===== src/rtl/tl2axi_pkg.sv =====
package tl2axi_pkg;

  localparam logic [2:0] TL_OP_PUT_FULL = 3'd0;
  localparam logic [2:0] TL_OP_PUT_PART = 3'd1;
  localparam logic [2:0] TL_OP_GET      = 3'd4;
  localparam logic [2:0] TL_OP_ACK      = 3'd0;
  localparam logic [2:0] TL_OP_ACK_DATA = 3'd1;

  localparam logic [1:0] AXI_BURST_INCR = 2'b01;

  typedef enum logic [2:0] {
    ST_IDLE,
    ST_WR_BOTH,
    ST_WR_NEED_AW,
    ST_WR_NEED_W,
    ST_WR_RESP,
    ST_RD_ADDR,
    ST_RD_RESP,
    ST_RESP
  } bridge_state_e;

  typedef enum logic [1:0] {
    KIND_READ,
    KIND_WRITE,
    KIND_BAD
  } req_kind_e;

  // Sort an A-channel opcode into the AXI path it takes.
  function automatic req_kind_e classify_op(input logic [2:0] op);
    if (op == TL_OP_GET) return KIND_READ;
    if (op == TL_OP_PUT_FULL || op == TL_OP_PUT_PART) return KIND_WRITE;
    return KIND_BAD;
  endfunction

  // SLVERR (2) and DECERR (3) both have the upper bit set.
  function automatic logic resp_fails(input logic [1:0] resp);
    return resp[1];
  endfunction

endpackage


===== src/rtl/tl2axi_req_reg.sv =====
module tl2axi_req_reg #(
  parameter int AW   = 32,
  parameter int DW   = 32,
  parameter int SRCW = 8,
  parameter int SZW  = 2,
  localparam int STRB_W = DW / 8
) (
  input  logic              clk_i,
  input  logic              rst_ni,
  input  logic              capture_i,
  input  logic [AW-1:0]     addr_i,
  input  logic [DW-1:0]     data_i,
  input  logic [STRB_W-1:0] mask_i,
  input  logic [SZW-1:0]    size_i,
  input  logic [SRCW-1:0]   source_i,
  output logic [AW-1:0]     addr_q,
  output logic [DW-1:0]     data_q,
  output logic [STRB_W-1:0] mask_q,
  output logic [SZW-1:0]    size_q,
  output logic [SRCW-1:0]   source_q
);

  always_ff @(posedge clk_i or negedge rst_ni) begin
    if (!rst_ni) begin
      addr_q   <= '0;
      data_q   <= '0;
      mask_q   <= '0;
      size_q   <= '0;
      source_q <= '0;
    end else if (capture_i) begin
      addr_q   <= addr_i;
      data_q   <= data_i;
      mask_q   <= mask_i;
      size_q   <= size_i;
      source_q <= source_i;
    end
  end

endmodule


===== src/rtl/tl2axi_fsm.sv =====
module tl2axi_fsm
  import tl2axi_pkg::*;
(
  input  logic          clk_i,
  input  logic          rst_ni,
  input  logic          a_hs_i,
  input  req_kind_e     a_kind_i,
  input  logic          aw_hs_i,
  input  logic          w_hs_i,
  input  logic          b_hs_i,
  input  logic          ar_hs_i,
  input  logic          r_hs_i,
  input  logic          d_hs_i,
  output bridge_state_e state_o,
  output logic          a_ready_o,
  output logic          aw_valid_o,
  output logic          w_valid_o,
  output logic          b_ready_o,
  output logic          ar_valid_o,
  output logic          r_ready_o,
  output logic          d_valid_o
);

  bridge_state_e state_q, state_d;

  always_comb begin
    state_d = state_q;
    unique case (state_q)
      ST_IDLE: if (a_hs_i) begin
        unique case (a_kind_i)
          KIND_READ:  state_d = ST_RD_ADDR;
          KIND_WRITE: state_d = ST_WR_BOTH;
          default:    state_d = ST_RESP;
        endcase
      end
      ST_WR_BOTH: begin
        if (aw_hs_i && w_hs_i) state_d = ST_WR_RESP;
        else if (aw_hs_i)      state_d = ST_WR_NEED_W;
        else if (w_hs_i)       state_d = ST_WR_NEED_AW;
      end
      ST_WR_NEED_AW: if (aw_hs_i) state_d = ST_WR_RESP;
      ST_WR_NEED_W:  if (w_hs_i)  state_d = ST_WR_RESP;
      ST_WR_RESP:    if (b_hs_i)  state_d = ST_RESP;
      ST_RD_ADDR:    if (ar_hs_i) state_d = ST_RD_RESP;
      ST_RD_RESP:    if (r_hs_i)  state_d = ST_RESP;
      ST_RESP:       if (d_hs_i)  state_d = ST_IDLE;
      default:       state_d = ST_IDLE;
    endcase
  end

  always_ff @(posedge clk_i or negedge rst_ni) begin
    if (!rst_ni) state_q <= ST_IDLE;
    else         state_q <= state_d;
  end

  assign state_o    = state_q;
  assign a_ready_o  = (state_q == ST_IDLE);
  assign aw_valid_o = (state_q == ST_WR_BOTH) || (state_q == ST_WR_NEED_AW);
  assign w_valid_o  = (state_q == ST_WR_BOTH) || (state_q == ST_WR_NEED_W);
  assign b_ready_o  = (state_q == ST_WR_RESP);
  assign ar_valid_o = (state_q == ST_RD_ADDR);
  assign r_ready_o  = (state_q == ST_RD_RESP);
  assign d_valid_o  = (state_q == ST_RESP);

endmodule


===== src/rtl/tl2axi_rsp.sv =====
module tl2axi_rsp
  import tl2axi_pkg::*;
#(
  parameter int DW = 32
) (
  input  logic          clk_i,
  input  logic          rst_ni,
  input  logic          b_hs_i,
  input  logic [1:0]    bresp_i,
  input  logic          r_hs_i,
  input  logic [DW-1:0] rdata_i,
  input  logic [1:0]    rresp_i,
  input  logic          bad_hs_i,
  output logic [2:0]    opcode_q,
  output logic [DW-1:0] data_q,
  output logic          error_q
);

  always_ff @(posedge clk_i or negedge rst_ni) begin
    if (!rst_ni) begin
      opcode_q <= TL_OP_ACK;
      data_q   <= '0;
      error_q  <= 1'b0;
    end else if (r_hs_i) begin
      opcode_q <= TL_OP_ACK_DATA;
      data_q   <= rdata_i;
      error_q  <= resp_fails(rresp_i);
    end else if (b_hs_i) begin
      opcode_q <= TL_OP_ACK;
      data_q   <= '0;
      error_q  <= resp_fails(bresp_i);
    end else if (bad_hs_i) begin
      opcode_q <= TL_OP_ACK;
      data_q   <= '0;
      error_q  <= 1'b1;
    end
  end

endmodule


===== src/rtl/tl2axi_bridge.sv =====
module tl2axi_bridge
  import tl2axi_pkg::*;
#(
  parameter int AW   = 32,
  parameter int DW   = 32,
  parameter int SRCW = 8,
  parameter int SZW  = 2,
  localparam int STRB_W = DW / 8
) (
  input  logic              clk_i,
  input  logic              rst_ni,
  input  logic              tl_a_valid_i,
  output logic              tl_a_ready_o,
  input  logic [2:0]        tl_a_opcode_i,
  input  logic [SZW-1:0]    tl_a_size_i,
  input  logic [SRCW-1:0]   tl_a_source_i,
  input  logic [AW-1:0]     tl_a_address_i,
  input  logic [STRB_W-1:0] tl_a_mask_i,
  input  logic [DW-1:0]     tl_a_data_i,
  output logic              tl_d_valid_o,
  input  logic              tl_d_ready_i,
  output logic [2:0]        tl_d_opcode_o,
  output logic [SZW-1:0]    tl_d_size_o,
  output logic [SRCW-1:0]   tl_d_source_o,
  output logic [DW-1:0]     tl_d_data_o,
  output logic              tl_d_error_o,
  output logic              axi_awvalid_o,
  input  logic              axi_awready_i,
  output logic [AW-1:0]     axi_awaddr_o,
  output logic [7:0]        axi_awlen_o,
  output logic [2:0]        axi_awsize_o,
  output logic [1:0]        axi_awburst_o,
  output logic              axi_wvalid_o,
  input  logic              axi_wready_i,
  output logic [DW-1:0]     axi_wdata_o,
  output logic [STRB_W-1:0] axi_wstrb_o,
  output logic              axi_wlast_o,
  input  logic              axi_bvalid_i,
  output logic              axi_bready_o,
  input  logic [1:0]        axi_bresp_i,
  output logic              axi_arvalid_o,
  input  logic              axi_arready_i,
  output logic [AW-1:0]     axi_araddr_o,
  output logic [7:0]        axi_arlen_o,
  output logic [2:0]        axi_arsize_o,
  output logic [1:0]        axi_arburst_o,
  input  logic              axi_rvalid_i,
  output logic              axi_rready_o,
  input  logic [DW-1:0]     axi_rdata_i,
  input  logic [1:0]        axi_rresp_i
);

  // Handshake events, named for the checker.
  logic a_hs, aw_hs, w_hs, b_hs, ar_hs, r_hs, d_hs, bad_hs;
  req_kind_e     a_kind;
  bridge_state_e state;

  logic [AW-1:0]     q_addr;
  logic [DW-1:0]     q_data;
  logic [STRB_W-1:0] q_mask;
  logic [SZW-1:0]    q_size;
  logic [SRCW-1:0]   q_source;

  assign a_kind = classify_op(tl_a_opcode_i);
  assign a_hs   = tl_a_valid_i  && tl_a_ready_o;
  assign aw_hs  = axi_awvalid_o && axi_awready_i;
  assign w_hs   = axi_wvalid_o  && axi_wready_i;
  assign b_hs   = axi_bvalid_i  && axi_bready_o;
  assign ar_hs  = axi_arvalid_o && axi_arready_i;
  assign r_hs   = axi_rvalid_i  && axi_rready_o;
  assign d_hs   = tl_d_valid_o  && tl_d_ready_i;
  assign bad_hs = a_hs && (a_kind == KIND_BAD);

  tl2axi_req_reg #(.AW(AW), .DW(DW), .SRCW(SRCW), .SZW(SZW)) i_req (
    .clk_i    (clk_i),
    .rst_ni   (rst_ni),
    .capture_i(a_hs),
    .addr_i   (tl_a_address_i),
    .data_i   (tl_a_data_i),
    .mask_i   (tl_a_mask_i),
    .size_i   (tl_a_size_i),
    .source_i (tl_a_source_i),
    .addr_q   (q_addr),
    .data_q   (q_data),
    .mask_q   (q_mask),
    .size_q   (q_size),
    .source_q (q_source)
  );

  tl2axi_fsm i_fsm (
    .clk_i     (clk_i),
    .rst_ni    (rst_ni),
    .a_hs_i    (a_hs),
    .a_kind_i  (a_kind),
    .aw_hs_i   (aw_hs),
    .w_hs_i    (w_hs),
    .b_hs_i    (b_hs),
    .ar_hs_i   (ar_hs),
    .r_hs_i    (r_hs),
    .d_hs_i    (d_hs),
    .state_o   (state),
    .a_ready_o (tl_a_ready_o),
    .aw_valid_o(axi_awvalid_o),
    .w_valid_o (axi_wvalid_o),
    .b_ready_o (axi_bready_o),
    .ar_valid_o(axi_arvalid_o),
    .r_ready_o (axi_rready_o),
    .d_valid_o (tl_d_valid_o)
  );

  tl2axi_rsp #(.DW(DW)) i_rsp (
    .clk_i   (clk_i),
    .rst_ni  (rst_ni),
    .b_hs_i  (b_hs),
    .bresp_i (axi_bresp_i),
    .r_hs_i  (r_hs),
    .rdata_i (axi_rdata_i),
    .rresp_i (axi_rresp_i),
    .bad_hs_i(bad_hs),
    .opcode_q(tl_d_opcode_o),
    .data_q  (tl_d_data_o),
    .error_q (tl_d_error_o)
  );

  assign axi_awaddr_o  = q_addr;
  assign axi_awlen_o   = 8'd0;
  assign axi_awsize_o  = 3'(q_size);
  assign axi_awburst_o = AXI_BURST_INCR;
  assign axi_wdata_o   = q_data;
  assign axi_wstrb_o   = q_mask;
  assign axi_wlast_o   = 1'b1;
  assign axi_araddr_o  = q_addr;
  assign axi_arlen_o   = 8'd0;
  assign axi_arsize_o  = 3'(q_size);
  assign axi_arburst_o = AXI_BURST_INCR;
  assign tl_d_size_o   = q_size;
  assign tl_d_source_o = q_source;

endmodule


===== config.mk =====
export PLATFORM = sky130hd
export DESIGN_NAME = tl2axi_bridge
export DESIGN_NICKNAME = d
export VERILOG_FILES = /design/src/rtl/tl2axi_pkg.sv /design/src/rtl/tl2axi_req_reg.sv /design/src/rtl/tl2axi_fsm.sv /design/src/rtl/tl2axi_rsp.sv /design/src/rtl/tl2axi_bridge.sv
export SDC_FILE = /design/constraint.sdc
export NUM_CORES = 1
export LEC_CHECK = 0
export BUFFER_PORTS_ARGS = -buffer_cell sky130_fd_sc_hd__buf_4
export CORE_AREA = 2 2 118 120
export CTS_BUF_LIST = sky130_fd_sc_hd__clkbuf_16
export DETAILED_ROUTE_END_ITERATION = 16
export DIE_AREA = 0 0 120 122
export GPL_TIMING_DRIVEN = 1
export HOLD_SLACK_MARGIN = 0.05
export MAX_ROUTING_LAYER = met4
export PLACE_DENSITY_LB_ADDON = 0.25
export RECOVER_POWER = 100
export SLEW_MARGIN = 30
export SYNTH_ARGS = -nofsm -noshare
export SYNTH_HDL_FRONTEND = slang
export SYNTH_HIERARCHICAL = 1
export SYNTH_SLANG_ARGS = --single-unit

===== constraint.sdc =====
create_clock -name clk_i -period 5.65 [get_ports clk_i]
set_input_delay 0 -clock clk_i [delete_from_list [all_inputs] [get_ports clk_i]]
set_output_delay 0 -clock clk_i [all_outputs]
set_load 0.05 [all_outputs]

* Word-level counts from Yosys, hierarchy flattened
Index checks and enable logic that the tools add are counted.
** Cells by class
- Eq/ne operators :: 19
- Multiplexer cells :: 28
- Reductions and logical operators :: 17
** Operator list (number)
- $mux 32 :: 3
- $mux 3 :: 13
- $pmux 3 s8 :: 1
- $eq 3x3->1 const B :: 5
- $ne 2x1->1 const B :: 7
- $logic_and 1x1->1 :: 9
- $mux 2 :: 4
- $reduce_and 8->1 :: 1
- $eq 3x1->1 const B :: 2
- $eq 3x2->1 const B :: 2
- $logic_not 3->1 :: 2
- $mux 1 :: 6
- $pmux 3 s2 :: 1
- $ne 4x1->1 const B :: 1
- $logic_or 1x1->1 :: 3
- $reduce_bool 3->1 :: 1
- $eq 2x1->1 const B :: 1
- $eq 2x2->1 const B :: 1
- $logic_not 2->1 :: 1
** Word-level totals
- Register bits after elaboration :: 117
- Input bits :: 126
- Output and inout port bits :: 180
- Word-level logic and storage cells :: 73

* Logic depth before layout (Yosys ltp)
Gate-level depths: netlist (run 1).
- Depth after elaboration :: 11
- Mapped depth :: 8
- Mapped depth without buffers :: 6

* By module
Netlist (run 1), hierarchy kept.
** By module, submodules not included
- tl2axi_req_reg :: instances 1, cells each 165, area each 2975.4 um^2, seq. area each 1951.9 um^2
- tl2axi_rsp :: instances 1, cells each 117, area each 1471.4 um^2, seq. area each 850.8 um^2
- tl2axi_bridge :: instances 1, cells each 71, area each 514.2 um^2, seq. area each 0.0 um^2
- tl2axi_fsm :: instances 1, cells each 39, area each 344.1 um^2, seq. area each 75.1 um^2

* Worst setup path after synthesis (run 1)
Ideal clock, no wire load.
- Kind :: reg2reg
- Start :: register i_fsm.state_q[0], in the netlist i_fsm/state_o[0]
- End :: register i_fsm.state_q[1], in the netlist i_fsm/state_o[1]
- Data arrival time :: 2.621 ns
- Data required time :: 5.549 ns
- Setup slack :: 2.928 ns
- Stages on the path, launching flop included :: 8
- Buffers on the path :: 2
- Period minus slack after synthesis :: 2.722 ns
- Cell sequence :: dfrtp_1 -> buf_6 -> buf_4 -> nor3_1 -> and2_1 -> mux4_2 -> nor2_1 -> o32ai_1
** RTL lines
- from (decl) :: RTL line tl2axi_fsm.sv:24 : bridge_state_e state_q, state_d;
- from (signal assigned) :: RTL line tl2axi_fsm.sv:53 : else state_q <= state_d;
- $eq 3x3->1 :: RTL line tl2axi_fsm.sv:62 : assign r_ready_o = (state_q == ST_RD_RESP);
- net axi_rready_o :: RTL line tl2axi_bridge.sv:48 : output logic axi_rready_o,
- $logic_and 1x1->1 :: RTL line tl2axi_bridge.sv:70 : assign r_hs = axi_rvalid_i && axi_rready_o;
- net r_hs :: RTL line tl2axi_bridge.sv:54 : logic a_hs, aw_hs, w_hs, b_hs, ar_hs, r_hs, d_hs, bad_hs;
- $ne 2x1->1 (no line)
- $reduce_and 8->1 (no line)
The timed path passes the listed nets, and every way through them passes these cells.
A chain may end at the register's enable or synchronous reset.

* Worst setup path after layout (run 1)
- Start :: register i_fsm.state_q[0], in the netlist i_fsm/state_o[0]
- End :: register i_rsp.data_q[20]
** On the way
- Longest elaborated chain between the ends :: 4
** RTL lines
- $logic_not 3->1 :: RTL line tl2axi_fsm.sv:57 : assign a_ready_o = (state_q == ST_IDLE);
- $logic_and 1x1->1 :: RTL line tl2axi_bridge.sv:65 : assign a_hs = tl_a_valid_i && tl_a_ready_o;
- net a_hs :: RTL line tl2axi_bridge.sv:54
- $logic_and 1x1->1 :: RTL line tl2axi_bridge.sv:72 : assign bad_hs = a_hs && (a_kind == KIND_BAD);
- net bad_hs :: RTL line tl2axi_bridge.sv:54
- $reduce_bool 3->1 (no line)
- to (signal assigned) :: RTL line tl2axi_rsp.sv:26 : data_q <= rdata_i;
- to (decl) :: RTL line tl2axi_rsp.sv:15 : output logic [DW-1:0] data_q,
The timed path passes the listed nets, and every way through them passes these cells.

==> results of run 1 <==
==> synth_stat cells (all sizes together), types with 2 or more instances <==
cell type / count
inv: 2
conb: 3
nor3: 2
o21ai: 2
xnor2: 2
buf: 84
dfrtp: 115
nand2: 2
mux4: 2
nor2b: 36
a21o: 2
a22o: 32
nor2: 9
and2: 8
mux2: 78
==> stage by stage <==
step	power, mW	setup slack (ps)	hold slack (ps)	std cells
floorplan	3.78	2930	-296	414
global placement	4.50	2870	93.2	791
detailed placement	4.54	2800	103	791
CTS	5.77	2780	138	936
global route	5.53	1730	178	936
finish	5.30	2110	170	936
==> power by group <==
group	switching [mW]	total, mW	leakage [nW]	internal, mW
clock	0.361	1.13	0.313	0.769
sequential	0.231	1.39	1.53	1.16
combinational	2.13	2.79	2.14	0.651
total	2.73	5.30	3.97	2.58
==> metal layers <==
layer / global-route usage / vias to the layer above / share of wire
met3: 0.0562 / 28 / 0.063
met1: 0.229 / 2093 / 0.38
li1: - / 1971 / -
met5: - / - / 0
met2: 0.371 / 189 / 0.54
met4: 0.0846 / 0 / 0.021
==> how the worst max path moves through the flow <==
| stage | slack (ps) | from | endpoint |
|---|---|---|---|
| after floorplan | 2930 | i_fsm/state_o[0] | i_fsm/state_o[1] |
| after global placement | 2870 | i_fsm/state_o[0] | i_req/data_q[2] |
| after detailed placement | 2800 | i_fsm/state_o[0] | i_req/data_q[4] |
| after CTS | 2780 | i_fsm/state_o[0] | i_req/source_q[7] |
| after global routing | 1730 | rst_ni | i_req/data_q[3] |
| final | 2110 | i_fsm/state_o[0] | i_rsp/data_q[20] |
==> registers in the layout (all words and copies together), names as in the netlist, 2 cells and up <==
register        count
i_fsm/state_o       3
i_req/addr_q       32
i_req/data_q       32
i_req/mask_q        4
i_req/size_q        2
i_req/source_q      8
i_rsp/data_q       32
==> cell type report <==
type / instances / area (µm²) / area share
clock buffer: 17 / 425 / 0.0520
multi-input combinational: 213 / 1790 / 0.219
inverter: 2 / 7.51 / 0.000918
timing repair buffer: 394 / 2660 / 0.325
clock inverter: 15 / 196 / 0.0240
tap: 180 / 225 / 0.0275
sequential: 115 / 2880 / 0.352
==> critical path: stages, from the launching register on <==
cell and delay, ps:
dfrtp_1 680, or2_2 240, nor2_1 60, and2_4 270, and2_0 230, nor2_1 1650, a22o_1 320
==> cell families (layout without fill, tap and decap cells) <==
logic type             Yosys count  count (layout)  synth area share
buffers and inverters           86             428             0.122
flip-flops                     115             115             0.542
AO/OA/AOI/OAI                   45              45            0.0724
AND/OR/NAND/NOR                 60              60            0.0672
XOR/XNOR                         2               2           0.00330
multiplexers                    81              81             0.191
other                            3              25           0.00212
==> what timing repair did <==
| item | 4_1_cts | 5_1_grt |
|---|---|---|
| gates resized for setup | 0 | 0 |
| setup buffers | 0 | 0 |
| setup endpoints to repair | 0 | 0 |
| hold buffers | 113 | 0 |
| hold endpoints to repair | 167 | 0 |
==> impl_metrics.py, run 1 <==
metrics = {
    "outcome": {
        "status": "finished with violations",
        "violations": "capacitance limit, slew limit",
    },
    "critical_path": {
        "path_class": "flip-flop to flip-flop",
        "rrSetupSlack_ps": 2110,
        "r2r_start": "i_fsm/state_o[0]",
        "r2r_cells": 6,
        "r2r_end": "i_rsp/data_q[20]",
        "start_kind": "flip-flop",
        "cp_max_fo": 33,
        "required_ps": 5980,
        "cp_data_arrival_time_ps": 3870,
        "end_kind": "flip-flop",
    },
    "clocking": {
        "cts_tree": "done",
        "cts.sinks": 115,
        "cts-htree-levels": 4,
        "clkSlewWorstSetupHoldPaths_ps": 50,
        "numCtsBuffers": 17,
        "clk_path_buf_depth": 2,
        "cts_root_buf": "clkbuf_16",
        "clkLatencyLatePin_ps": 410,
    },
    "yosys": {
        "avgSynthCellArea_um2": 13.5,
        "yosysTopAreaCell": "dfrtp_1",
        "synth_cell_types": 35,
        "synth_area_mm2": 0.00531,
        "synthCells": 392,
        "synth-main-ff-cell": "dfrtp_1",
        "yosysWarnings": 6,
        "synth.ff_latch_count": 115,
        "synth-edff-count": 0,
        "async_flop_share": 1.00,
        "synth_top_area_frac": 0.542,
        "synth_area_leaders": "dfrtp_1, mux2_2, buf_4",
        "ys_seq_area_frac": 0.542,
    },
    "cells_and_area": {
        "diodes": 0,
        "final_util": 0.606,
        "area_growth_pct": 54.2,
        "layout_commonest_cell": "clkbuf_1",
        "drive_above_1_share": 0.287,
        "layout.nets": 869,
        "final_cell_mix": "clkbuf_1, buf_4, dfrtp_1",
        "nFillCells": 1219,
        "design_area_mm2": 0.00818,
    },
    "sta": {
        "fin_setup_tns_ps": 0,
        "layout_min_cycle_time_ps": 3540,
        "hold_violations": 0,
        "period_share": 0.627,
        "slew_headroom": -1.01,
        "setup_viol": 0,
        "timing.fmax_ghz": 0.282,
        "tightestPinTransition_ps": 3020,
        "maxSlewViolCount": 92,
        "final.setup_skew_ps": 7.81,
        "grt_setup_unrepaired": "no",
    },
    "worst_hold_path": {
        "hold_class": "input port to flip-flop",
        "hold_start": "tl_d_ready_i",
        "worstHoldPathCells": 4,
        "hold_end": "i_fsm/state_o[1]",
    },
    "route": {
        "drt-total-wl_mm": 15.2,
        "drc_errors": 0,
        "antenna_left": 0,
        "first_iter_violations": 190,
        "via_per_inst": 4.57,
        "wire_per_inst_um": 16.3,
        "vias": 4281,
        "drtPass1Iterations": 5,
    },
    "global_route": {
        "grt_first_pass_wirelength_mm": 23.1,
        "grt_max_degree": 70,
        "grt_usage": 0.212,
        "grt_pass1_vias": 4449,
        "antenna_found_initial": 0,
        "grt_overflow": 0,
    },
    "placed_design": {
        "place.gp.congestion": 0.774,
        "placed_cell_area_mm2": 0.00709,
        "io_buffers": 278,
        "hpwlAfterDp_mm": 9.60,
    },
    "die": {
        "rows": 43,
        "io_pins": 306,
        "start_util": 0.393,
        "dieHeight_um": 122,
        "dieArea_mm2": 0.0146,
        "core-area_mm2": 0.0135,
        "die_w_um": 120,
    },
    "power_and_ir_drop": {
        "p_leak_nw": 3.97,
        "peakVddDrop_mv": 0.432,
        "p_per_area_mw_per_mm2": 649,
    },
    "run": {
        "max-cap-violations": 2,
    },
}
No activity file was read; power rests on OpenSTA's default activity.
==> run 2, diff against run 1 <==
Settings changed: CORE_AREA 2 2 118 120 to unset, CORE_MARGIN set to 2, CORE_UTILIZATION set to 40, DIE_AREA 0 0 120 122 to unset.
Clock period 5.65 ns to 3.15 ns, I/O delays scaled along.
==> run 2 against run 1 <==
  * Critical path depth is 1 higher
  * Sequential share of layout area is 0.46 points higher
  * Clock-buffer cell count stayed put
  * Combinational power is 79% higher
  * Maximum frequency is 25% higher
  * Register-to-register slack worse by 1800 ps
  * Global-route usage is 0.63 points higher
  * Sequential power is 78% higher
  * Cell area is 1.3% lower
  * Core utilization is 1.1 points higher
  * The flow now finishes without violations
==> impl_metrics.py, run 2 (synthesized netlist as in run 1, its figures left out) <==
metrics = {
    "outcome": {
        "status": "completed",
    },
    "die": {
        "rows": 42,
        "die_w_um": 119,
        "core-area_mm2": 0.0131,
        "dieHeight_um": 119,
        "start_util": 0.405,
        "dieArea_mm2": 0.0142,
        "io_pins": 306,
    },
    "sta": {
        "layout_min_cycle_time_ps": 2840,
        "slew_headroom": 0.0608,
        "maxSlewViolCount": 0,
        "setup_viol": 0,
        "period_share": 0.902,
        "timing.fmax_ghz": 0.352,
        "final.setup_skew_ps": 7.12,
        "fin_setup_tns_ps": 0,
        "grt_setup_unrepaired": "no",
        "tightestPinTransition_ps": 1410,
        "hold_violations": 0,
    },
    "worst_hold_path": {
        "hold_class": "input port to flip-flop",
        "hold_start": "tl_d_ready_i",
        "worstHoldPathCells": 4,
        "hold_end": "i_fsm/state_o[1]",
    },
    "route": {
        "via_per_inst": 4.61,
        "drt-total-wl_mm": 14.8,
        "antenna_left": 0,
        "wire_per_inst_um": 15.9,
        "drtPass1Iterations": 4,
        "first_iter_violations": 151,
        "vias": 4289,
        "drc_errors": 0,
    },
    "clocking": {
        "cts_hold_buffers": 113,
        "clkSlewWorstSetupHoldPaths_ps": 50,
        "clkLatencyLatePin_ps": 400,
        "cts.repair.resized": 0,
        "cts.sinks": 115,
        "clk_path_buf_depth": 2,
        "numCtsBuffers": 17,
        "cts-htree-levels": 4,
        "cts_root_buf": "clkbuf_16",
        "cts_setup_buffers": 0,
        "cts_tree": "done",
    },
    "critical_path": {
        "path_class": "flip-flop to flip-flop",
        "rrSetupSlack_ps": 310,
        "r2r_start": "i_fsm/state_o[1]",
        "r2r_cells": 7,
        "cp_max_fo": 51,
        "end_kind": "flip-flop",
        "start_kind": "flip-flop",
        "required_ps": 3490,
        "r2r_end": "i_rsp/error_q",
        "cp_data_arrival_time_ps": 3180,
    },
    "cells_and_area": {
        "reg_top3": "i_req/addr_q x32, i_req/data_q x32, i_rsp/data_q x32",
        "multi_input_area_mm2": 0.00180,
        "diodes": 0,
        "layout_commonest_cell": "clkbuf_1",
        "area_growth_pct": 52.1,
        "final_cells": 931,
        "nFillCells": 1148,
        "seqCellArea_mm2": 0.00288,
        "final_cell_mix": "clkbuf_1, buf_4, dfrtp_1",
        "layout.nets": 870,
        "drive_above_1_share": 0.289,
    },
    "global_route": {
        "top_usage_layer": "met2",
        "grt_max_degree": 66,
        "use_met1": 0.237,
        "grtUsageMet2": 0.379,
        "grtUsageMet3": 0.0565,
        "antenna_found_initial": 0,
        "grt_usage": 0.218,
        "grt_first_pass_wirelength_mm": 23.4,
        "grt_pass1_vias": 4550,
        "grt_overflow": 0,
    },
    "power_and_ir_drop": {
        "total_power_mw": 9.12,
        "peakVddDrop_mv": 0.597,
        "p_per_area_mw_per_mm2": 1130,
        "p_leak_nw": 3.94,
    },
    "placed_design": {
        "hpwlAfterDp_mm": 9.24,
        "io_buffers": 278,
        "dpl.cell_count": 788,
        "place.gp.congestion": 0.754,
    },
    "run": {
        "max-cap-violations": 0,
    },
}
==> run 2: cell count changes in the layout (fill, tap and decap cells not counted), moves of 2 or more <==
cell       change
bufinv_16      -4
clkbuf_2       +3
inv_1          +3
buf_4          -2
==> run 2: where the power goes <==
part           leakage [nW]  switching (mW)  internal, mW
logic                  2.15            3.81          1.17
registers              1.53           0.407          2.08
clock network         0.267           0.610          1.04
==> run 2: worst max-delay path by stage <==
stage / slack, ps / startpoint / endpoint
CTS: 400 / i_fsm/state_o[1] / i_rsp/error_q
global placement: 850 / i_fsm/state_o[0] / i_req/addr_q[7]
floorplan: 430 / i_fsm/state_o[0] / i_fsm/state_o[1]
finish: 310 / i_fsm/state_o[1] / i_rsp/error_q
detailed placement: 800 / i_fsm/state_o[0] / i_req/addr_q[7]
global route: 130 / i_fsm/state_o[1] / i_rsp/error_q
==> run 2: per-stage QoR <==
stage | area, µm² | hold slack, ps | util | setup WS (ps)
6_report | 8070 | 137 | 0.617 | 309
5_1_grt | 8070 | 154 | 0.617 | 130
4_1_cts | 8740 | 88.6 | 0.668 | 395
3_5_place_dp | 7100 | 94.4 | 0.543 | 798
3_3_place_gp | 7100 | 85.6 | 0.543 | 854
2_1_floorplan | 5390 | -296 | - | 428
==> run 2: area by class of cell <==
cell class,instances,share of cell area
flip-flops and latches,115,0.357
well taps,176,0.0273
inverters,2,0.000930
multi-input cells,213,0.223
clock inverters,13,0.0102
repair buffers,395,0.329
clock buffers,17,0.0527
==> run 2: worst max-delay path, cell delays in order, from the launching register on <==
cell	delay, ps
dfrtp_1	560
inv_1	130
nor3_1	280
and2_2	460
clkbuf_4	560
nand2_1	120
o31ai_2	80
dlygate4sd3_1	560
==> run 2: layer usage <==
layer | share of wire | vias to the layer above
met3 | 0.071 | 30
met1 | 0.38 | 2070
met5 | 0 | -
met2 | 0.52 | 214
met4 | 0.024 | 0
li1 | - | 1975
==> run 3, diff against run 2 <==
Settings changed: CELL_PAD_IN_SITES_DETAIL_PLACEMENT set to 1, CELL_PAD_IN_SITES_GLOBAL_PLACEMENT set to 1, CORE_UTILIZATION 40 to 30.
==> run 3 against run 2 <==
  * The flow now finishes with violations (capacitance limit, slew limit)
  * Worst setup slack better by 220 ps
  * Die area up 32%
  * First-iteration DRC count fell by 42%
  * Total power up 2.3%
  * Register-to-register slack gained 220 ps
  * Non-clock buffer count down 1
  * Largest cell class unchanged
  * Largest power group unchanged
==> impl_metrics.py, run 3 (synthesized netlist as in run 1, its figures left out) <==
metrics = {
    "route": {
        "drtPass1Iterations": 3,
        "vias": 4294,
        "wire_per_inst_um": 17.0,
        "drc_errors": 0,
        "drt-total-wl_mm": 16.7,
        "antenna_left": 0,
        "first_iter_violations": 87,
        "via_per_inst": 4.38,
    },
    "sta": {
        "layout_min_cycle_time_ps": 2620,
        "timing.fmax_ghz": 0.382,
        "fin_setup_tns_ps": 0,
        "period_share": 0.832,
        "hold_violations": 0,
        "final.setup_skew_ps": 6.83,
        "maxSlewViolCount": 32,
        "grt_setup_unrepaired": "no",
        "slew_headroom": -0.247,
        "setup_viol": 0,
        "tightestPinTransition_ps": 1870,
    },
    "critical_path": {
        "cp_data_arrival_time_ps": 2960,
        "path_class": "flip-flop to flip-flop",
        "cp_max_fo": 16,
        "required_ps": 3490,
        "cp-startpoint": "i_fsm/state_o[0]",
        "start_kind": "flip-flop",
        "r2r_start": "i_fsm/state_o[0]",
        "end_kind": "flip-flop",
    },
    "power_and_ir_drop": {
        "p_leak_nw": 3.95,
        "peakVddDrop_mv": 0.541,
        "total_power_mw": 9.34,
        "p_per_area_mw_per_mm2": 1140,
    },
    "clocking": {
        "numCtsBuffers": 17,
        "cts_root_buf": "clkbuf_16",
        "cts_tree": "done",
        "clkSlewWorstSetupHoldPaths_ps": 50,
        "clk_path_buf_depth": 2,
        "cts_setup_buffers": 0,
        "cts-htree-levels": 4,
        "cts.repair.resized": 0,
        "clkLatencyLatePin_ps": 410,
        "cts_hold_buffers": 113,
        "cts.sinks": 115,
    },
    "worst_hold_path": {
        "hold_class": "input port to flip-flop",
        "hold_start": "tl_a_valid_i",
    },
    "cells_and_area": {
        "area_growth_pct": 54.4,
        "diodes": 0,
        "drive_above_1_share": 0.288,
        "layout.nets": 869,
        "reg_top3": "i_req/addr_q x32, i_req/data_q x32, i_rsp/data_q x32",
        "final_cell_mix": "clkbuf_1, buf_4, dfrtp_1",
        "design_area_mm2": 0.00819,
        "final_cells": 981,
        "final_util": 0.474,
        "layout_commonest_cell": "clkbuf_1",
        "nFillCells": 1966,
    },
    "die": {
        "dieArea_mm2": 0.0188,
        "start_util": 0.307,
        "core-area_mm2": 0.0173,
        "die_w_um": 137,
        "io_pins": 306,
        "dieHeight_um": 137,
        "rows": 48,
    },
    "outcome": {
        "violations": "capacitance limit, slew limit",
        "status": "finished with violations",
    },
    "global_route": {
        "grt_usage": 0.178,
        "grt_overflow": 0,
        "grt_max_degree": 85,
        "grt_first_pass_wirelength_mm": 24.8,
        "antenna_found_initial": 0,
        "grt_pass1_vias": 4674,
    },
    "placed_design": {
        "hpwlAfterDp_mm": 10.8,
        "dpl.cell_count": 836,
        "place.gp.congestion": 0.731,
        "placed_cell_area_mm2": 0.00717,
        "io_buffers": 278,
    },
    "run": {
        "max-cap-violations": 1,
    },
}
[run 3: cell count changes in the layout (fill, tap and decap cells not counted), moves of 2 or more]
| cell | before | now |
|---|---|---|
| inv_1 | 7 | 5 |
| clkbuf_2 | 3 | 0 |
| mux2_1 | 17 | 19 |
| buf_12 | 0 | 2 |
| mux2_4 | 3 | 1 |
| clkinvlp_4 | 1 | 3 |
| clkinv_2 | 3 | 5 |
[run 3: worst paths after layout]
path,to,slack (ps),depth (start not counted)
worst max-delay path,i_rsp/error_q,530,7
worst min-delay path,i_req/data_q[1],120,3
worst max register to register,i_rsp/error_q,530,7
worst min register to register,i_rsp/opcode_q[0],480,1
max in group asynchronous,i_req/addr_q[16],1260,3
min in group asynchronous,i_req/addr_q[3],650,2
[run 3: cell type report]
type | instances | area, µm² | area share
flip-flops and latches | 115 | 2880 | 0.351
clock buffers | 17 | 425 | 0.0519
well taps | 225 | 282 | 0.0344
inverters | 2 | 7.51 | 0.000916
clock inverters | 15 | 126 | 0.0154
multi-input cells | 213 | 1790 | 0.219
repair buffers | 394 | 2680 | 0.327
[run 3: layer usage]
| layer | vias up | routed length [µm] | global-route usage |
|---|---|---|---|
| met5 | - | 0 | - |
| met4 | 0 | 378 | 0.0722 |
| met1 | 2110 | 6110 | 0.183 |
| met3 | 30 | 1120 | 0.0426 |
| li1 | 1972 | - | - |
| met2 | 182 | 9120 | 0.325 |
[run 3: worst max-delay path, stage by stage, from the launching register on]
cell and delay (ps):
dfrtp_1 570, or2_2 390, nor2_1 150, and2_4 270, and2_0 260, nor3_1 90, o31ai_2 230, dlygate4sd3_1 590
[run 3: metrics by stage]
step	hold slack, ps	setup slack, ps
final	124	529
after global routing	126	346
after CTS	75.0	638
after detailed placement	-22.4	757
after global placement	-37.1	839
after floorplan	-296	428
[run 3: power breakdown]
part / switching [mW] / internal (mW)
logic: 3.87 / 1.17
clock network: 0.655 / 1.14
registers: 0.426 / 2.08
